**config.mk**
```make
export PLATFORM = sky130hd
export DESIGN_NAME = lli_xfer_engine
export DESIGN_NICKNAME = d
export VERILOG_FILES = /design/src/rtl/lli_pkg.sv /design/src/rtl/lli_chan_regs.sv /design/src/rtl/lli_pack.sv /design/src/rtl/lli_engine_fsm.sv /design/src/rtl/lli_xfer_engine.sv
export SDC_FILE = /design/constraint.sdc
export NUM_CORES = 2
export LEC_CHECK = 0
export BUFFER_PORTS_ARGS = -buffer_cell sky130_fd_sc_hd__buf_4
export CAP_MARGIN = 10
export CORE_ASPECT_RATIO = 1.25
export CORE_MARGIN = 2
export CORE_UTILIZATION = 55
export CTS_CLUSTER_SIZE = 40
export DETAILED_ROUTE_END_ITERATION = 16
export HOLD_SLACK_MARGIN = 0.03
export PLACE_DENSITY = 0.71
export SLEW_MARGIN = 15
export SYNTH_ARGS = -nofsm -noshare
export SYNTH_HDL_FRONTEND = slang
export SYNTH_SLANG_ARGS = --single-unit
export TNS_END_PERCENT = 30
```
**constraint.sdc**
```tcl
create_clock -name clk -period 13.4 [get_ports clk]
set_input_delay 3.35 -clock clk [delete_from_list [all_inputs] [get_ports clk]]
set_output_delay 3.35 -clock clk [all_outputs]
set_load 0.02 [all_outputs]
```
**src/rtl/lli_pkg.sv**
```systemverilog
package lli_pkg;
  localparam int WORD_W   = 32;
  localparam int CNT_W    = 12;
  localparam int SWC_LSB  = 18;
  localparam int DWC_LSB  = 21;
  localparam int SINC_BIT = 26;
  localparam int DINC_BIT = 27;
  localparam int TCIE_BIT = 31;
  localparam int EN_BIT   = 0;

  typedef struct packed {
    logic [WORD_W-1:0] src;
    logic [WORD_W-1:0] dst;
    logic [WORD_W-1:0] ptr;
    logic [WORD_W-1:0] ctrl;
    logic [WORD_W-1:0] conf;
  } chan_regs_t;

  typedef enum logic [2:0] {
    ST_IDLE, ST_RD, ST_WSET, ST_WR, ST_DESC, ST_FIN
  } eng_state_t;

  function automatic logic [1:0] width_code(input logic [2:0] f);
    return (f > 3'd2) ? 2'd2 : f[1:0];
  endfunction

  function automatic logic [WORD_W-1:0] width_mask(input logic [1:0] wc);
    case (wc)
      2'd0:    return 32'h0000_00FF;
      2'd1:    return 32'h0000_FFFF;
      default: return 32'hFFFF_FFFF;
    endcase
  endfunction

  // descriptor fetch order: source, destination, control, next pointer
  function automatic logic [WORD_W-1:0] desc_off(input logic [1:0] idx);
    case (idx)
      2'd0:    return 32'd0;
      2'd1:    return 32'd4;
      2'd2:    return 32'd12;
      default: return 32'd8;
    endcase
  endfunction
endpackage

```
**src/rtl/lli_chan_regs.sv**
```systemverilog
module lli_chan_regs
  import lli_pkg::*;
#(
  parameter int NCH = 8,
  localparam int CHW = (NCH > 1) ? $clog2(NCH) : 1
) (
  input  logic              clk,
  input  logic              rst,
  input  logic              cfg_we,
  input  logic [CHW-1:0]    cfg_ch,
  input  logic [2:0]        cfg_sel,
  input  logic [WORD_W-1:0] cfg_wdata,
  input  logic              rd_en,
  input  logic [CHW-1:0]    rd_ch,
  input  logic [2:0]        rd_sel,
  output logic [WORD_W-1:0] rd_data,
  input  logic [CHW-1:0]    look_ch,
  output chan_regs_t        look,
  input  logic              wb_en,
  input  logic [CHW-1:0]    wb_ch,
  input  chan_regs_t        wb_val,
  output logic [NCH-1:0]    ch_en
);
  chan_regs_t regs_q [NCH];

  for (genvar i = 0; i < NCH; i++) begin : g_chan
    always_ff @(posedge clk) begin
      if (rst) begin
        regs_q[i] <= '0;
      end else if (wb_en && (int'(wb_ch) == i)) begin
        regs_q[i] <= wb_val;
      end else if (cfg_we && (int'(cfg_ch) == i)) begin
        case (cfg_sel)
          3'd0: regs_q[i].src  <= cfg_wdata;
          3'd1: regs_q[i].dst  <= cfg_wdata;
          3'd2: regs_q[i].ptr  <= cfg_wdata;
          3'd3: regs_q[i].ctrl <= cfg_wdata;
          3'd4: regs_q[i].conf <= cfg_wdata;
          default: ;
        endcase
      end
    end
    assign ch_en[i] = regs_q[i].conf[EN_BIT];
  end

  always_comb begin
    look = '0;
    if (int'(look_ch) < NCH) look = regs_q[look_ch];
  end

  always_ff @(posedge clk) begin
    if (rst) begin
      rd_data <= '0;
    end else if (rd_en) begin
      rd_data <= '0;
      if (int'(rd_ch) < NCH) begin
        case (rd_sel)
          3'd0: rd_data <= regs_q[rd_ch].src;
          3'd1: rd_data <= regs_q[rd_ch].dst;
          3'd2: rd_data <= regs_q[rd_ch].ptr;
          3'd3: rd_data <= regs_q[rd_ch].ctrl;
          3'd4: rd_data <= regs_q[rd_ch].conf;
          default: rd_data <= '0;
        endcase
      end
    end
  end
endmodule

```
**src/rtl/lli_pack.sv**
```systemverilog
module lli_pack
  import lli_pkg::*;
(
  input  logic              clk,
  input  logic              rst,
  input  logic              ld,
  input  logic [1:0]        ld_idx,
  input  logic [1:0]        ld_wc,
  input  logic [WORD_W-1:0] ld_data,
  input  logic [1:0]        pc_idx,
  input  logic [1:0]        pc_wc,
  output logic [WORD_W-1:0] piece
);
  logic [WORD_W-1:0] buf_q;
  logic [1:0]        ld_byte;
  logic [1:0]        pc_byte;
  logic [4:0]        ld_sh;
  logic [4:0]        pc_sh;
  logic [WORD_W-1:0] ld_m;

  assign ld_byte = 2'(ld_idx << ld_wc);
  assign pc_byte = 2'(pc_idx << pc_wc);
  assign ld_sh   = {ld_byte, 3'b000};
  assign pc_sh   = {pc_byte, 3'b000};
  assign ld_m    = width_mask(ld_wc);

  always_ff @(posedge clk) begin
    if (rst) buf_q <= '0;
    else if (ld) buf_q <= (buf_q & ~(ld_m << ld_sh)) | ((ld_data & ld_m) << ld_sh);
  end

  assign piece = (buf_q >> pc_sh) & width_mask(pc_wc);
endmodule

```
**src/rtl/lli_engine_fsm.sv**
```systemverilog
module lli_engine_fsm
  import lli_pkg::*;
#(
  parameter int NCH = 8,
  localparam int CHW = (NCH > 1) ? $clog2(NCH) : 1
) (
  input  logic              clk,
  input  logic              rst,
  input  logic              grant_valid,
  input  logic [CHW-1:0]    grant_ch,
  output logic [CHW-1:0]    look_ch,
  input  chan_regs_t        look,
  output logic              wb_en,
  output logic [CHW-1:0]    wb_ch,
  output chan_regs_t        wb_val,
  output logic              pk_ld,
  output logic [1:0]        pk_ld_idx,
  output logic [1:0]        pk_ld_wc,
  output logic [1:0]        pk_pc_idx,
  output logic [1:0]        pk_pc_wc,
  input  logic [WORD_W-1:0] piece,
  output logic              busy,
  output logic              done,
  output logic [CHW-1:0]    done_ch,
  output logic [NCH-1:0]    tc_evt,
  output logic [NCH-1:0]    err_evt,
  output logic              mem_req,
  output logic              mem_we,
  output logic [1:0]        mem_size,
  output logic [WORD_W-1:0] mem_addr,
  output logic [WORD_W-1:0] mem_wdata,
  input  logic              mem_ready,
  input  logic              mem_err,
  input  logic [WORD_W-1:0] mem_rdata
);
  eng_state_t        state;
  chan_regs_t        w;
  logic [CHW-1:0]    w_ch;
  logic [1:0]        rd_idx, wr_idx, d_idx;
  logic [1:0]        swc, dwc, xc;
  logic [2:0]        n_rd, n_wr;
  logic              rd_last, wr_last;
  logic [WORD_W-1:0] src_n, dst_n, ctrl_n;
  logic [CNT_W-1:0]  cnt_n;

  assign swc     = width_code(w.ctrl[SWC_LSB +: 3]);
  assign dwc     = width_code(w.ctrl[DWC_LSB +: 3]);
  assign xc      = (swc > dwc) ? swc : dwc;
  assign n_rd    = 3'd1 << (xc - swc);
  assign n_wr    = 3'd1 << (xc - dwc);
  assign rd_last = ({1'b0, rd_idx} == n_rd - 3'd1);
  assign wr_last = ({1'b0, wr_idx} == n_wr - 3'd1);
  assign src_n   = w.src + (w.ctrl[SINC_BIT] ? (32'd1 << swc) : 32'd0);
  assign dst_n   = w.dst + (w.ctrl[DINC_BIT] ? (32'd1 << dwc) : 32'd0);
  assign cnt_n   = w.ctrl[CNT_W-1:0] - 1'b1;
  assign ctrl_n  = {w.ctrl[WORD_W-1:CNT_W], cnt_n};

  assign look_ch   = grant_ch;
  assign wb_en     = (state == ST_FIN);
  assign wb_ch     = w_ch;
  assign wb_val    = w;
  assign busy      = (state != ST_IDLE);
  assign pk_ld     = (state == ST_RD) && mem_ready && !mem_err;
  assign pk_ld_idx = rd_idx;
  assign pk_ld_wc  = swc;
  assign pk_pc_idx = (state == ST_WSET) ? 2'd0 : wr_idx + 2'd1;
  assign pk_pc_wc  = dwc;

  always_ff @(posedge clk) begin
    if (rst) begin
      state     <= ST_IDLE;
      w         <= '0;
      w_ch      <= '0;
      rd_idx    <= '0;
      wr_idx    <= '0;
      d_idx     <= '0;
      done      <= 1'b0;
      done_ch   <= '0;
      tc_evt    <= '0;
      err_evt   <= '0;
      mem_req   <= 1'b0;
      mem_we    <= 1'b0;
      mem_size  <= '0;
      mem_addr  <= '0;
      mem_wdata <= '0;
    end else begin
      done    <= 1'b0;
      tc_evt  <= '0;
      err_evt <= '0;
      case (state)
        ST_IDLE: begin
          if (grant_valid) begin
            w       <= look;
            w_ch    <= grant_ch;
            done_ch <= grant_ch;
            if (!look.conf[EN_BIT] || (look.ctrl[CNT_W-1:0] == '0)) begin
              done  <= 1'b1;
              state <= ST_FIN;
            end else begin
              mem_req  <= 1'b1;
              mem_we   <= 1'b0;
              mem_addr <= look.src;
              mem_size <= width_code(look.ctrl[SWC_LSB +: 3]);
              rd_idx   <= '0;
              state    <= ST_RD;
            end
          end
        end
        ST_RD: begin
          if (mem_ready) begin
            if (mem_err) begin
              mem_req          <= 1'b0;
              w.conf[EN_BIT]   <= 1'b0;
              err_evt[w_ch]    <= 1'b1;
              done             <= 1'b1;
              state            <= ST_FIN;
            end else begin
              w.src <= src_n;
              if (rd_last) begin
                mem_req <= 1'b0;
                state   <= ST_WSET;
              end else begin
                rd_idx   <= rd_idx + 2'd1;
                mem_addr <= src_n;
              end
            end
          end
        end
        ST_WSET: begin
          mem_req   <= 1'b1;
          mem_we    <= 1'b1;
          mem_addr  <= w.dst;
          mem_size  <= dwc;
          mem_wdata <= piece;
          wr_idx    <= '0;
          state     <= ST_WR;
        end
        ST_WR: begin
          if (mem_ready) begin
            if (mem_err) begin
              mem_req        <= 1'b0;
              w.conf[EN_BIT] <= 1'b0;
              err_evt[w_ch]  <= 1'b1;
              done           <= 1'b1;
              state          <= ST_FIN;
            end else begin
              w.dst <= dst_n;
              if (wr_last) begin
                mem_req <= 1'b0;
                w.ctrl  <= ctrl_n;
                if (cnt_n == '0 && w.ptr != '0) begin
                  mem_req  <= 1'b1;
                  mem_we   <= 1'b0;
                  mem_size <= 2'd2;
                  mem_addr <= w.ptr + desc_off(2'd0);
                  d_idx    <= '0;
                  state    <= ST_DESC;
                end else begin
                  if (cnt_n == '0) begin
                    w.conf[EN_BIT] <= 1'b0;
                    tc_evt[w_ch]   <= w.ctrl[TCIE_BIT];
                  end
                  done  <= 1'b1;
                  state <= ST_FIN;
                end
              end else begin
                wr_idx    <= wr_idx + 2'd1;
                mem_addr  <= dst_n;
                mem_wdata <= piece;
              end
            end
          end
        end
        ST_DESC: begin
          if (mem_ready) begin
            if (mem_err) begin
              mem_req        <= 1'b0;
              w.conf[EN_BIT] <= 1'b0;
              err_evt[w_ch]  <= 1'b1;
              done           <= 1'b1;
              state          <= ST_FIN;
            end else begin
              case (d_idx)
                2'd0: w.src  <= mem_rdata;
                2'd1: w.dst  <= mem_rdata;
                2'd2: w.ctrl <= mem_rdata;
                default: w.ptr <= mem_rdata;
              endcase
              if (d_idx == 2'd3) begin
                mem_req      <= 1'b0;
                tc_evt[w_ch] <= w.ctrl[TCIE_BIT];
                done         <= 1'b1;
                state        <= ST_FIN;
              end else begin
                d_idx    <= d_idx + 2'd1;
                mem_addr <= w.ptr + desc_off(d_idx + 2'd1);
              end
            end
          end
        end
        ST_FIN:  state <= ST_IDLE;
        default: state <= ST_IDLE;
      endcase
    end
  end
endmodule

```
**src/rtl/lli_xfer_engine.sv**
```systemverilog
module lli_xfer_engine
  import lli_pkg::*;
#(
  parameter int NCH = 8,
  localparam int CHW = (NCH > 1) ? $clog2(NCH) : 1
) (
  input  logic              clk,
  input  logic              rst,
  input  logic              cfg_we,
  input  logic [CHW-1:0]    cfg_ch,
  input  logic [2:0]        cfg_sel,
  input  logic [WORD_W-1:0] cfg_wdata,
  input  logic              rd_en,
  input  logic [CHW-1:0]    rd_ch,
  input  logic [2:0]        rd_sel,
  output logic [WORD_W-1:0] rd_data,
  input  logic              grant_valid,
  input  logic [CHW-1:0]    grant_ch,
  output logic              busy,
  output logic              done,
  output logic [CHW-1:0]    done_ch,
  output logic [NCH-1:0]    tc_evt,
  output logic [NCH-1:0]    err_evt,
  output logic [NCH-1:0]    ch_en,
  output logic              mem_req,
  output logic              mem_we,
  output logic [1:0]        mem_size,
  output logic [WORD_W-1:0] mem_addr,
  output logic [WORD_W-1:0] mem_wdata,
  input  logic              mem_ready,
  input  logic              mem_err,
  input  logic [WORD_W-1:0] mem_rdata
);
  logic [CHW-1:0]    look_ch;
  chan_regs_t        look;
  logic              wb_en;
  logic [CHW-1:0]    wb_ch;
  chan_regs_t        wb_val;
  logic              pk_ld;
  logic [1:0]        pk_ld_idx, pk_ld_wc, pk_pc_idx, pk_pc_wc;
  logic [WORD_W-1:0] piece;

  lli_chan_regs #(.NCH(NCH)) u_regs (
    .clk(clk), .rst(rst),
    .cfg_we(cfg_we), .cfg_ch(cfg_ch), .cfg_sel(cfg_sel), .cfg_wdata(cfg_wdata),
    .rd_en(rd_en), .rd_ch(rd_ch), .rd_sel(rd_sel), .rd_data(rd_data),
    .look_ch(look_ch), .look(look),
    .wb_en(wb_en), .wb_ch(wb_ch), .wb_val(wb_val),
    .ch_en(ch_en)
  );

  lli_pack u_pack (
    .clk(clk), .rst(rst),
    .ld(pk_ld), .ld_idx(pk_ld_idx), .ld_wc(pk_ld_wc), .ld_data(mem_rdata),
    .pc_idx(pk_pc_idx), .pc_wc(pk_pc_wc), .piece(piece)
  );

  lli_engine_fsm #(.NCH(NCH)) u_fsm (
    .clk(clk), .rst(rst),
    .grant_valid(grant_valid), .grant_ch(grant_ch),
    .look_ch(look_ch), .look(look),
    .wb_en(wb_en), .wb_ch(wb_ch), .wb_val(wb_val),
    .pk_ld(pk_ld), .pk_ld_idx(pk_ld_idx), .pk_ld_wc(pk_ld_wc),
    .pk_pc_idx(pk_pc_idx), .pk_pc_wc(pk_pc_wc), .piece(piece),
    .busy(busy), .done(done), .done_ch(done_ch),
    .tc_evt(tc_evt), .err_evt(err_evt),
    .mem_req(mem_req), .mem_we(mem_we), .mem_size(mem_size),
    .mem_addr(mem_addr), .mem_wdata(mem_wdata),
    .mem_ready(mem_ready), .mem_err(mem_err), .mem_rdata(mem_rdata)
  );
endmodule

```
Yosys cells after proc, flatten, opt, wreduce, memory -nomap -nowiden
Memory sizes are Yosys's and may differ from the RTL's.
Cells that the tools add are included.
{"block": "totals", "register_bits": 321, "ramBits": 1280, "input_bits": 86, "output_inout_bits": 129, "word_cells": 610, "memories": 1}
{"name": "u_regs.regs_q", "words": 8, "width": 160, "read_ports": 10, "rd_ports_with_merged_regs": 0, "write_ports": 8, "line_no": "lli_chan_regs.sv:24", "text": "chan_regs_t regs_q [NCH];"}
{"block": "op_classes", "addsub": 11, "order_cmp": 6, "eq_ne": 61, "shifts": 9, "muxes": 379, "bitwise": 58, "reduce_logical": 63}
{"op": "32-bit 2-to-1 mux", "count": 72}
{"op": "160-bit 2-to-1 mux", "count": 9}
{"op": "32-bit one-hot mux with 5 select lines", "count": 2}
{"op": "32-bit one-hot mux with 3 select lines", "count": 3}
{"op": "128-bit 2-to-1 mux", "count": 2}
{"op": "32-bit one-hot mux with 2 select lines", "count": 4}
{"op": "1-bit 2-to-1 mux", "count": 229}
{"op": "32-bit adder", "count": 3}
{"op": "32-bit bitwise AND", "count": 3}
{"op": "8-bit 2-to-1 mux", "count": 8}
{"op": "1-bit by 2-bit left shift with 32-bit output (first input constant)", "count": 2}
{"op": "32-bit by 5-bit left shift with 32-bit output", "count": 2}
{"op": "2-bit 2-to-1 mux", "count": 26}
{"op": "1-bit bitwise OR", "count": 48}
{"op": "3-bit == test (second input constant)", "count": 12}
{"op": "3-bit 2-to-1 mux", "count": 11}
{"op": "32-bit inverter", "count": 1}
{"op": "32-bit bitwise OR", "count": 1}
{"op": "32-bit nonzero test", "count": 1}
{"op": "32-bit by 5-bit >> shifter with 32-bit output", "count": 1}
{"op": "3-bit by 2-bit == test with 1-bit output (second input constant)", "count": 10}
{"op": "2-bit inequality test (second input constant)", "count": 15}
{"op": "7-bit AND reduction", "count": 4}
{"op": "12-bit zero test", "count": 2}
{"op": "47 further kinds", "count": 116}

Logic depth before layout (Yosys ltp)
{"block": "depth", "word_depth": 13, "mapped_depth": 15, "ltp_nobuf": 13}

Modules after synthesis
A second synthesis with hierarchy kept.
{"block": "unflattened", "hier_cells": 7114, "hier_area_um2": 91009.8}
{"mod": "lli_chan_regs", "n_inst": 1, "cells_each": 4948, "area_each_um2": 73717.0, "seq_area_each_um2": 39077.5}
{"mod": "lli_engine_fsm", "n_inst": 1, "cells_each": 1954, "area_each_um2": 15255.9, "seq_area_each_um2": 5144.9}
{"mod": "lli_pack", "n_inst": 1, "cells_each": 212, "area_each_um2": 2037.0, "seq_area_each_um2": 640.6}

Worst setup path after synthesis
Ideal clock, no wire load.
{"block": "synth_timing", "path_type": "input port to flip-flop", "start": "in rst", "end": "mem u_regs.regs_q[6][64] (netlist name) (enable)", "setup_time_ps": 466, "arrival_time_ps": 6676, "t_required_ps": 12934, "slack_ps": 6258, "path_stages": 4, "cell_sequence": "or4b_2 > clkbuf_1 > clkbuf_1 > o21ai_0"}
{"element": "start, declared", "line_no": "lli_xfer_engine.sv:8", "text": "input logic rst,"}
{"element": "end, declared", "line_no": "lli_chan_regs.sv:24"}

Final worst setup path
{"block": "layout_timing", "start": "in grant_ch[0]", "end": "reg u_fsm.mem_addr[14]"}
{"block": "layout_via", "elab_chain_cells": 5, "word_cells_on_any_way": 9, "classes_between": "eq/ne: 1; mux: 3; reduce/logical: 4; memory: 1"}
{"element": "start, declared", "line_no": "lli_xfer_engine.sv:18", "text": "input logic [CHW-1:0] grant_ch,"}
{"element": "memory 8 x 160 bit *"}
{"element": "12-bit zero test / 1-bit zero test (equally long branches)", "line_no": "lli_engine_fsm.sv:96", "text": "if (!look.conf[EN_BIT] || (look.ctrl[CNT_W-1:0] == '0)) begin"}
{"element": "1-bit logical OR", "line_no": "lli_engine_fsm.sv:96"}
{"element": "2-bit inequality test (no source line)"}
{"element": "12-bit AND reduction (no source line)"}
{"element": "end signal, assigned", "line_no": "lli_engine_fsm.sv:102", "text": "mem_addr <= look.src;"}
{"element": "end signal, assigned", "line_no": "lli_engine_fsm.sv:124", "text": "mem_addr <= src_n;"}
{"element": "end signal, assigned", "line_no": "lli_engine_fsm.sv:132", "text": "mem_addr <= w.dst;"}
{"element": "end, declared", "line_no": "lli_engine_fsm.sv:30", "text": "output logic [WORD_W-1:0] mem_addr,"}
Mark *: on every way between the ends. The rest lies on a longest branch, timed or not. The select of a mux whose other input is x is not followed.
A chain may end at the register's enable or synchronous reset.

==> run summary <==
• finished clean — status
• 0.09299 mm2 — placed standard-cell area
• 210300 um — estimated wirelength of the detail-placed design
• 0.004620 W — Switching Power
• 0 — remaining number of nets flagged by the antenna check after routing
• 0 — DRC violations left
• 355300 um — sum of routed wire length over all layers
• 71660 — total vias in the final route
• 22.29% — fraction of final layout cells sized beyond drive strength 1
• 9.290% — area growth from synthesis to layout
• 12390 — Iteration-0 DRC Markers
• 0 — maxcap violations
• 0.09033 mm2 — cell area after synthesis
• 60.40% — Post-Route Utilization
• 0.1166 mV — Peak supply drop
• 8070 ps — worst path arrival time
• 60 ps — Reg clk slew, reported paths
• 165 — number of buffers inserted during clock tree synthesis
• 107 — Netlist cell types
• built — CTS tree
• 13.07 um2 — mean instance size in the synthesized netlist
• 1.016 — final weighted congestion of routability-driven global placement
• 42.55% — post-synth top area share
• 20.6% — relative contribution of combinational cells to total power
• edfxtp_1 (43%), mux4_2 (15%), a22o_1 (12%) — top cells by area, synth
• 0.009441 W — Pint
• 860 ps — Worst-Skew Late Latency
• u_fsm.mem_wdata[24] — Worst Min Path Start
• 166 — Core Rows
• 6910 — Gate Count Post-Synth
• 790 ps — delay of the slowest critical-path stage
• 1601 — clock sink count
• 0.09873 mm2 — final std cell area, no fill
• input port — startpoint types
• 8534 — number of placed instances, taps included
• 0 — number of max-slew violations in the final report
• 44.9% — sequential group share of total power
• 9 — detailed-router iteration count before antenna repair
• 0 ps — sum of negative setup slack
• 4 — maximum level of the CTS H-tree
• 32 — number of antenna violations at the first check in global routing
• 1278 ps — actual slew at the worst max-slew pin
• 49.66% — portion of the post-synthesis area used by sequential elements
• in2reg — path type of the worst setup path
• 14150 ps — CP Data Required Time
• 68740 — number of global-route vias before repair
• 0 — number of hold buffers added after CTS
• 1601 — number of register bits inferred by synthesis
• 366.5 um — horizontal die dimension
• 0 — grt total ovfl
• 52 — CP Max Fanout
• 0 — Warnings, synthesis
• 3 — maximum clock insertion buffer count
• 215 — num ports
• 34.30 nW — static power due to leakage
• buf_8 > buf_4 > mux4_1 > mux2i_1 > nand4_1 > nor2_1 > a31oi_1 > nand2_2 > mux2_2 — sequence of cells on the critical path
• 14.61% — Rel. slew slack
• 0.1367 GHz — maximum operating frequency
• 0 — setup bufs post-CTS
• 8.087 — Avg Vias per Cell
• no — unrepaired setup endpoints after global routing
• 41.31% — global-route usage over all layers
• edfxtp_1 — most used flip-flop cell after synthesis
• 0% — ys async rst share
• flip-flop — capturing element type of the critical path
• 214 — count of port buffers added during placement
• 457.1 um — DIE HEIGHT
• 34.5% — proportion of power drawn by the clock network
• 32.86% — net switching fraction of the power
• 495200 um — wire length of the first global-routing pass
• 0.1675 mm2 — Total Die Area
• u_fsm.state[1] — beginning of the worst register-to-register path
• 1280 — number of synthesized flops with an enable pin
• 7316 ps — final critical-path required period
• 8861 — Final Non-Filler Cells
• 0.1635 mm2 — total core area
• edfxtp_1 — cell taking the most area after synthesis
• 49.22 ps — maximum clock skew at final layout
• 6629 — Total Nets Final
• nand2_2 — cell at the slowest stage of the critical path
• 54.60% — final period utilization
• 0 — cells resized by post-CTS repair
• 120 — largest net degree at the start of global routing
• grant_ch[0] — launching element of the worst setup path
• clkbuf_16 — clock root cell
• 0 — final number of hold-violating endpoints
• 55.26% — starting density of the core
• reg2reg — HP Class
• 142.4 mW/mm2 — power density cells
• 40.09 um — drt wl/cell
• 0 — count of final setup violators
==> sequential cells by signal (all words and copies together) (netlist names), 3 cells and up <==
register and cells:
u_fsm.err_evt 8, u_fsm.state 3, u_fsm.mem_wdata 32, u_fsm.wb_ch 3, u_regs.rd_data 32, u_regs.regs_q 1280
u_fsm.tc_evt 8, u_fsm.wb_val 160, u_fsm.mem_addr 32, u_pack.buf_q 32
==> power by group through the flow <==
stage | combinational [W] | clock [W] | sequential (W)
global placement | 0.00270 | 0 | 0.00633
finish | 0.00290 | 0.00486 | 0.00631
global route | 0.00295 | 0.00501 | 0.00633
CTS | 0.00274 | 0.00485 | 0.00626
detailed placement | 0.00273 | 0 | 0.00636
floorplan | 0.00195 | 0 | 0.00601
==> kinds of logic after synthesis <==
| kind of cell | Yosys count | synth area share [%] |
|---|---|---|
| AO/OA/AOI/OAI | 2252 | 19.39 |
| XOR/XNOR | 63 | 0.6108 |
| adder cells (fa/ha/maj) | 23 | 0.3435 |
| buffers and inverters | 1008 | 4.773 |
| flip-flops | 1601 | 49.66 |
| multiplexers | 998 | 20.08 |
| other | 1 | 0.004151 |
| AND/OR/NAND/NOR | 964 | 5.132 |
==> cells in the final DEF, fill, tap and decap left out, types with 21 or more instances in the layout <==
master and instances:
o22ai_1 79, nor2_1 318, xnor2_1 43, mux4_1 25, o31ai_1 55, clkinv_2 34
nand3_1 69, nand2b_1 45, a22o_1 1289, clkbuf_1 27, nand4_1 26, o211ai_1 89
mux2i_1 317, mux2_2 40, nor2_4 48, or3_1 24, nor4_1 37, o21ai_4 40
inv_1 44, clkbuf_16 173, a22oi_1 21, nor3_1 57, dfxtp_1 321, buf_4 383
o21ai_0 190, a211oi_1 80, edfxtp_1 1280, mux4_2 615, nand2_1 203, a21oi_1 220
a31oi_1 28
==> Yosys cell counts (all sizes together) (11+ instances only) <==
cell	n
a211oi	84
a21oi	223
a221oi	15
a22o	1290
a22oi	21
a31oi	29
and2	15
and3	21
and4	12
buf	294
clkbuf	667
dfxtp	321
edfxtp	1280
ha	20
inv	47
mux2	41
mux2i	317
mux4	640
nand2	205
nand2b	46
nand3	71
nand4	27
nor2	366
nor2b	12
nor3	61
nor4	42
o2111ai	11
o211ai	89
o21a	11
o21ai	240
o22ai	79
o31ai	55
or2	17
or3	25
or4	13
xnor2	43
xor2	20
==> worst paths after layout <==
path                                              end  slack (ps)  cells past startpoint
worst max-delay path               u_fsm.mem_addr[14]        6080                      9
worst min-delay path              u_fsm.mem_wdata[24]         450                      2
worst max register to register  u_regs.regs_q[5][150]        7040                      8
worst min register to register    u_fsm.mem_wdata[24]         450                      2
==> per-layer routing <==
layer	up-vias	wire [um]	track usage, %
met5	-	332	0
met4	50	28220	27.45
met3	1808	60170	17.09
met2	7170	151800	60.17
met1	35230	114700	50.38
li1	27400	-	-
==> critical path: cells and delay by family <==
| kind | cells | cell delay (ps) |
|---|---|---|
| buffers and inverters | 2 | 1210 |
| AOI/OAI and AO/OA | 1 | 500 |
| muxes | 3 | 1280 |
| and+or+nand+nor | 3 | 1610 |
==> through the flow <==
step | setup slack, ps | hold WS (ps) | power (W)
global placement | 4878 | 439.2 | 0.009028
finish | 6084 | 450.5 | 0.01406
CTS | 6202 | 453.6 | 0.01385
detailed placement | 5307 | 445.7 | 0.009093
floorplan | 6258 | 453.7 | 0.007958
global route | 5960 | 476.6 | 0.01429
==> layout make-up <==
type	count	area, um2
flip-flops and latches	1601	44860
clock inverters	91	969.7
fillers	12470	64730
clock buffers	217	4664
multi-input cells	4302	42040
well taps	2184	2733
diodes	16	40.04
repair buffers	403	3236
inverters	47	177.7
(Power assumes the default switching activity.)
